`src/rtl/srate_pkg.sv`:
```
package srate_pkg;

    // Width of the playback 1 rate select.
    localparam int SEL_W    = 2;
    // Width of the shared divider value N.
    localparam int DIV_W    = 13;
    // log2 of the slowest power-of-two period (select value 0).
    localparam int SLOW_LOG = 8;

    // One bit per output strobe.
    typedef struct packed {
        logic pb1;
        logic pb2;
        logic cap;
    } strobe_t;

endpackage

```
`src/rtl/srate_pow2_div.sv`:
```
module srate_pow2_div #(
    parameter int SEL_W    = srate_pkg::SEL_W,
    parameter int SLOW_LOG = srate_pkg::SLOW_LOG
) (
    input  logic             clk,
    input  logic             rst_n,
    input  logic             mstr_tick,
    input  logic             run,
    input  logic [SEL_W-1:0] sel,
    output logic             fire
);

    localparam int CNT_W = SLOW_LOG;

    typedef struct packed {
        logic [CNT_W-1:0] cnt;
    } st_t;

    st_t              st_d, st_q;
    logic [CNT_W:0]   period;
    logic [CNT_W-1:0] reload;

    // Period halves for each step of the select value.
    always_comb begin
        period = (CNT_W + 1)'(1) << (CNT_W - 32'(sel));
        reload = CNT_W'(period - (CNT_W + 1)'(1));
    end

    always_comb begin
        st_d = st_q;
        fire = 1'b0;
        if (!run) begin
            st_d.cnt = reload;
        end else if (mstr_tick) begin
            if (st_q.cnt == '0) begin
                fire     = 1'b1;
                st_d.cnt = reload;
            end else begin
                st_d.cnt = st_q.cnt - 1'b1;
            end
        end
    end

    always_ff @(posedge clk or negedge rst_n) begin
        if (!rst_n) begin
            st_q.cnt <= '1;
        end else begin
            st_q <= st_d;
        end
    end

endmodule

```
`src/rtl/srate_prog_div.sv`:
```
module srate_prog_div #(
    parameter int DIV_W = srate_pkg::DIV_W
) (
    input  logic             clk,
    input  logic             rst_n,
    input  logic             mstr_tick,
    input  logic             run,
    input  logic [DIV_W-1:0] div_n,
    output logic             fire
);

    localparam int CNT_W = DIV_W + 1;

    typedef struct packed {
        logic [CNT_W-1:0] cnt;
    } st_t;

    st_t              st_d, st_q;
    logic [CNT_W-1:0] reload;

    // Reload to N + 1 so that N + 2 master strobes make one period.
    always_comb reload = {1'b0, div_n} + CNT_W'(1);

    always_comb begin
        st_d = st_q;
        fire = 1'b0;
        if (!run) begin
            st_d.cnt = reload;
        end else if (mstr_tick) begin
            if (st_q.cnt == '0) begin
                fire     = 1'b1;
                st_d.cnt = reload;
            end else begin
                st_d.cnt = st_q.cnt - 1'b1;
            end
        end
    end

    always_ff @(posedge clk or negedge rst_n) begin
        if (!rst_n) begin
            st_q.cnt <= '1;
        end else begin
            st_q <= st_d;
        end
    end

endmodule

```
`src/rtl/srate_strobe_gen.sv`:
```
module srate_strobe_gen
    import srate_pkg::*;
#(
    parameter int P_SEL_W    = SEL_W,
    parameter int P_DIV_W    = DIV_W,
    parameter int P_SLOW_LOG = SLOW_LOG
) (
    input  logic               clk,
    input  logic               rst_n,
    input  logic               master_tick,
    input  logic [P_SEL_W-1:0] rate_sel,
    input  logic [P_DIV_W-1:0] div_n,
    input  logic               sync_pb2,
    input  logic               en_pb1,
    input  logic               en_pb2,
    input  logic               en_cap,
    output logic               pb1_tick,
    output logic               pb2_tick,
    output logic               cap_tick
);

    localparam int N_PROG = 2;   // index 0: playback 2, index 1: capture

    logic              pow_run;
    logic              pow_fire;
    logic [N_PROG-1:0] prog_run;
    logic [N_PROG-1:0] prog_fire;
    strobe_t           out_d, out_q;

    // The power-of-two counter also serves playback 2 in sync mode.
    always_comb begin
        pow_run     = en_pb1 | (en_pb2 & sync_pb2);
        prog_run[0] = en_pb2 & ~sync_pb2;
        prog_run[1] = en_cap;
    end

    srate_pow2_div #(
        .SEL_W    (P_SEL_W),
        .SLOW_LOG (P_SLOW_LOG)
    ) u_pow2 (
        .clk       (clk),
        .rst_n     (rst_n),
        .mstr_tick (master_tick),
        .run       (pow_run),
        .sel       (rate_sel),
        .fire      (pow_fire)
    );

    for (genvar g = 0; g < N_PROG; g++) begin : g_prog
        srate_prog_div #(
            .DIV_W (P_DIV_W)
        ) u_prog (
            .clk       (clk),
            .rst_n     (rst_n),
            .mstr_tick (master_tick),
            .run       (prog_run[g]),
            .div_n     (div_n),
            .fire      (prog_fire[g])
        );
    end

    always_comb begin
        out_d     = '0;
        out_d.pb1 = en_pb1 & pow_fire;
        out_d.pb2 = en_pb2 & (sync_pb2 ? pow_fire : prog_fire[0]);
        out_d.cap = en_cap & prog_fire[1];
    end

    always_ff @(posedge clk or negedge rst_n) begin
        if (!rst_n) begin
            out_q <= '0;
        end else begin
            out_q <= out_d;
        end
    end

    assign pb1_tick = out_q.pb1;
    assign pb2_tick = out_q.pb2;
    assign cap_tick = out_q.cap;

endmodule

```
`config.mk`:
```
export PLATFORM = sky130hd
export DESIGN_NAME = srate_strobe_gen
export DESIGN_NICKNAME = d
export VERILOG_FILES = /design/src/rtl/srate_pkg.sv /design/src/rtl/srate_pow2_div.sv /design/src/rtl/srate_prog_div.sv /design/src/rtl/srate_strobe_gen.sv
export SDC_FILE = /design/constraint.sdc
export NUM_CORES = 1
export LEC_CHECK = 0
export ABC_AREA = 1
export BUFFER_PORTS_ARGS = -buffer_cell sky130_fd_sc_hd__buf_2
export CAP_MARGIN = 10
export CORE_UTILIZATION = 50
export CTS_BUF_LIST = sky130_fd_sc_hd__clkbuf_16
export DETAILED_ROUTE_END_ITERATION = 16
export HOLD_SLACK_MARGIN = 0.08
export PLACE_DENSITY = 0.64
export SKIP_LAST_GASP = 1
export SLEW_MARGIN = 20
export SYNTH_ARGS = -nofsm -noshare
export SYNTH_HDL_FRONTEND = slang
export SYNTH_SLANG_ARGS = --single-unit
```
`constraint.sdc`:
```
create_clock -name clk -period 1.9 [get_ports clk]
set_clock_uncertainty 0.15 [all_clocks]
set_input_delay 0.19 -clock clk [delete_from_list [all_inputs] [get_ports clk]]
set_output_delay 0.19 -clock clk [all_outputs]
set_load 0.03 [all_outputs]
```
# After elaboration in Yosys (flattened, before gate mapping)
# Index checks and enable logic that the tools add are counted.
# Widths: inputs -> output; s select.
totals:
  ff_bits: 39
  in_bits: 22
  wordCells: 45
op_classes:
  n_addsub: 6
  n_eq_ne: 3
  n_shift: 1
  mux: 19
  n_bitwise: 7
  n_reduce_logical: 3
op_table:
  columns: ["cell", "count"]
  rows:
  - ["$mux 14", 6]
  - ["$shl 1x32->8 const A", 1]
  - ["$logic_not 14->1", 2]
  - ["$sub 14x1->14 const B", 2]
  - ["$mux 8", 3]
  - ["$sub 8x1->8 const B", 2]
  - ["$add 13x1->14 const B", 1]
  - ["$mux 1", 10]
  - ["$logic_not 8->1", 1]
  - ["$ne 2x2->1 const B", 3]
  - ["$and 1x1->1", 5]
  - ["$sub 4x2->5 const A", 1]
  - ["$not 1->1", 1]
  - ["$or 1x1->1", 1]

# Longest topological paths before layout
depth:
  ltp_word: 6
  mapped_depth: 12

# By module
# Synthesis repeated with hierarchy kept, for this count alone.
unflattened:
  cells_unflattened: 560
  area_unflattened_um2: 3523.4
by_module_without_submodules:
  columns: ["mod", "n_inst", "cells_each", "area_each_um2"]
  rows:
  - ["srate_prog_div", 2, 226, 1391.3]
  - ["srate_pow2_div", 1, 94, 618.1]
  - ["srate_strobe_gen", 1, 14, 122.6]

# Worst setup path before layout
# No wires, ideal clock.
synth_path:
  path_kind: "reg-to-reg"
  start: "register g_prog[1].u_prog.st_q[0] in the netlist's numbering"
  end: "register g_prog[1].u_prog.st_q[5] in the netlist's numbering"
  setup_ns: 0.076
  arrival_ns: 1.501
  required_time_ns: 1.674
  path_slack_ns: 0.172
  stages_incl_launch_ff: 11
  path_buffers: 2
  path_cell_list: "dfstp_2 inv_1 ha_1 buf_2 nand2_4 nor2_8 nand4_4 buf_2 nand3_1 nand3_1 nand2_1"
synth_via:
  elab_chain_len: 4
  word_cells_on_any_way: 5
synth_lines:
  columns: ["element", "line", "rtl"]
  rows:
  - ["from (decl)", "srate_prog_div.sv:18", "st_t st_d, st_q;"]
  - ["from (signal assigned)", "srate_prog_div.sv:43", "st_q <= st_d;"]
  - ["$sub 14x1->14 or $logic_not 14->1 (tied branches)", "srate_prog_div.sv:34, srate_prog_div.sv:30", null]
  - ["$mux 14 *", "srate_prog_div.sv:30", "if (st_q.cnt == '0) begin"]
  - ["$mux 14 *", "srate_prog_div.sv:29", "end else if (mstr_tick) begin"]
  - ["$mux 14 *", "srate_prog_div.sv:27", "if (!run) begin"]
# Every way passes the cells marked *; elsewhere a longest branch is shown, timed or not. The select of a mux whose other input is x is not followed.
# A chain may end at the register's enable or synchronous reset.

# Worst setup path in the final report
layout_path:
  start: "register g_prog[0].u_prog.st_q[0] in the netlist's numbering"
  end: "register g_prog[0].u_prog.st_q[11] in the netlist's numbering"
layout_via:
  elab_chain_len: 4
  word_cells_on_any_way: 5
layout_lines:
  columns: ["element", "line"]
  rows:
  - ["from (decl)", "srate_prog_div.sv:18"]
  - ["from (signal assigned)", "srate_prog_div.sv:43"]
  - ["$sub 14x1->14 or $logic_not 14->1 (tied branches)", "srate_prog_div.sv:34, srate_prog_div.sv:30"]
  - ["$mux 14 *", "srate_prog_div.sv:30"]
  - ["$mux 14 *", "srate_prog_div.sv:29"]
  - ["$mux 14 *", "srate_prog_div.sv:27"]
# Marked as above.

==> results.ini <==
[yosys]
synth_edf_count = 0
yosys.area.top_type_share_pct = 29.7
syn_avg_cell_area_um2 = 6.30
yosys.area.top_type = dfstp_2
synth_async_sr_flop_share_pct = 100
synthTopCellsByArea = dfstp_2 (30%), nand2_1 (26%), nand3_1 (9.6%)
synth-seq-cells = 39
ys_types = 33
synth_warnings = 0
ys.flop_type = dfstp_2
synthCells = 505
syn-cell-area_um2 = 3180
synth.most_common_cell = nand2_1
synth_commonest_cells = nand2_1 (222), nand3_1 (61), inv_1 (53), nor2_1 (47), dfstp_2 (36)
synth_seq_area_share_pct = 32.1

[setup_path]
cp-end-kind = flop
worstPathMaxFanout = 17
crit_top_cell = nand2_1
cp.arrival_ns = 1.88
slowest_delay_ns = 0.54
crit_family = simple AND/OR/NAND/NOR gates
critPathRequiredTime_ns = 1.98
path_cells = inv_1, ha_1, nand2_2, nor2_4, nand3_4, nand2_4, inv_4, nand2_1, nand2_1, nand2_1, nand2_1
cp_slowest_cell = dfstp_2
cp-start-kind = flop
path_class = reg -> reg
critPathBufInv = 2

[finish]
diodes = 0
areaGrowthSynthToFinish_pct = 15.8
layout-drive-gt1-share_pct = 18.4
nNetsFinal = 570
design_area_um2 = 3680

[clocking]
cts_tree = built
clkTransAtPathRegs_ns = 0.06
htree_levels = 2
clockBufferDepth = 2
cts-root-buf = clkbuf_16
cts_inserted_buffers = 5
cts_sinks = 39
clkLatencyLatePin_ns = 0.28
postCtsSetupBuffers = 0

[floorplanning]
die_x_um = 81.8
core_area_um2 = 6030
start_util_pct = 52.8
num_rows = 28
num_io_pins = 25
die_y_um = 81.8
die-area_um2 = 6690

[routing]
drcViolationCount = 0
vias = 3125
drt-pass1-iter-count = 6
wl_per_cell_um = 12.7
vias_per_cell = 5.06
routed_wl_um = 7840
drtIter0Drc = 187
postRouteAntennaNets = 0

[timing]
finalSetupViolCount = 0
finalCriticalPeriod_ns = 1.80
period_share_pct = 94.5
hold_viol = 0
max_freq_mhz = 557
worst_slack_ns = 0.104
final_max_slew_viol_count = 0
rsz0062_at_grt = true

[global_route]
gr-total-overflow = 0
grt_pass1_wl_um = 13200
antenna_found_initial = 0
grt_usage_pct = 25.7
grt_max_degree = 19
grt_pass1_vias = 2765

[run]
cap_violations = 0

[placement]
dp_hpwl_um = 5880
gp_congestion = 0.870
placed_cell_area_um2 = 3400
io_buffers = 24
post-place-ws_ns = 0.0506

[run_status]
status = complete, no violations

[power_and_ir_drop]
leakagePower_nw = 1.93
peakVddDrop_mv = 0.542
p_per_area_nw_per_um2 = 826

[hold_path]
hold_path_class = in -> reg

-- state kept, by name, indices dropped and copies added, names as in the netlist --
register	cells
u_pow2.st_q	8
g_prog.u_prog.st_q	28
cap_tick	1
pb1_tick	1
pb2_tick	1
-- cell usage in the layout, fill, tap and decap left out, drive strengths merged, types with 5 or more instances in the layout --
cell type and count:
xnor2 9, nand3 64, buf 33, xor2 6
clkbuf 5, dfstp 36, inv 56, nand2 227
nor2 54, o21ai 9, ha 6, dlygate4sd3 7
a21oi 5, nand4 7
-- final timing paths --
check / startpoint / end / slack [ns] / depth (start not counted)
worst max-delay path: g_prog[0].u_prog.st_q[0] / g_prog[0].u_prog.st_q[11] / 0.10 / 11
worst min-delay path: rate_sel[0] / u_pow2.st_q[7] / 0.08 / 4
worst max register to register: g_prog[0].u_prog.st_q[0] / g_prog[0].u_prog.st_q[11] / 0.10 / 11
worst min register to register: g_prog[0].u_prog.st_q[1] / g_prog[0].u_prog.st_q[1] / 0.33 / 2
max in group asynchronous: rst_n / g_prog[0].u_prog.st_q[6] / 0.75 / 3
min in group asynchronous: rst_n / pb2_tick / 0.24 / 2
-- layout make-up --
| class | instances | area, um2 |
|---|---|---|
| Multi-Input combinational cell | 401 | 1910 |
| Fill cell | 585 | 2340 |
| Clock buffer | 5 | 125 |
| Sequential cell | 39 | 1020 |
| Tap cell | 75 | 93.8 |
| Inverter | 55 | 209 |
| Clock inverter | 3 | 63.8 |
| Timing Repair Buffer | 40 | 258 |
-- where the power goes --
group | switching, mW | total (mW) | internal [mW]
registers | 0.142 | 1.19 | 1.05
clock network | 0.339 | 1.09 | 0.748
logic | 0.472 | 0.765 | 0.293
total | 0.953 | 3.04 | 2.09
-- metrics by stage --
| stage | hold WS (ns) | std cells | setup TNS [ns] | total power, mW | utilization, % |
|---|---|---|---|---|---|
| final | 0.0825 | 618 | 0 | 3.04 | 61.2 |
| after global routing | 0.116 | 618 | -0.0680 | 3.23 | 61.2 |
| after CTS | 0.0857 | 618 | 0 | 3.05 | 60.7 |
| after detailed placement | 0.0168 | 603 | 0 | 1.94 | 56.4 |
| after global placement | 0.0121 | 603 | 0 | 1.93 | 56.4 |
| after floorplan | -0.256 | 506 | 0 | 1.74 | - |
-- worst reg2reg max path, stage by stage, from the launching register on --
cell and delay, ns:
dfstp_2 0.54, inv_1 0.05, ha_1 0.22, nand2_2 0.10, nor2_4 0.06, nand3_4 0.09, nand2_4 0.15, inv_4 0.16
nand2_1 0.07, nand2_1 0.06, nand2_1 0.04, nand2_1 0.05
-- cells by family (layout without fill, tap and decap cells) --
group	Yosys count	count (layout)	share of synthesized area [%]
flops	39	39	32.1
xor+xnor	15	15	4.13
buf+inv	66	103	8.77
compound gates	19	19	3.30
other cells	1	2	0.118
simple gates	359	359	49.3
fa+ha+maj	6	6	2.36
-- what timing repair did --
item,CTS,global route
hold buffers,7,0
endpoints found under the hold margin,21,0
gates resized for setup,0,9
endpoints found under the setup margin,0,22
-- routing by layer --
layer	vias up	GRT usage [%]	part of all wire, %
li1	1647	-	-
met1	1407	37.2	50
met2	63	40.7	45
met3	8	3.33	3.2
met4	0	5.26	1.0
met5	-	0	0
Power figures use the tool's default switching activity.
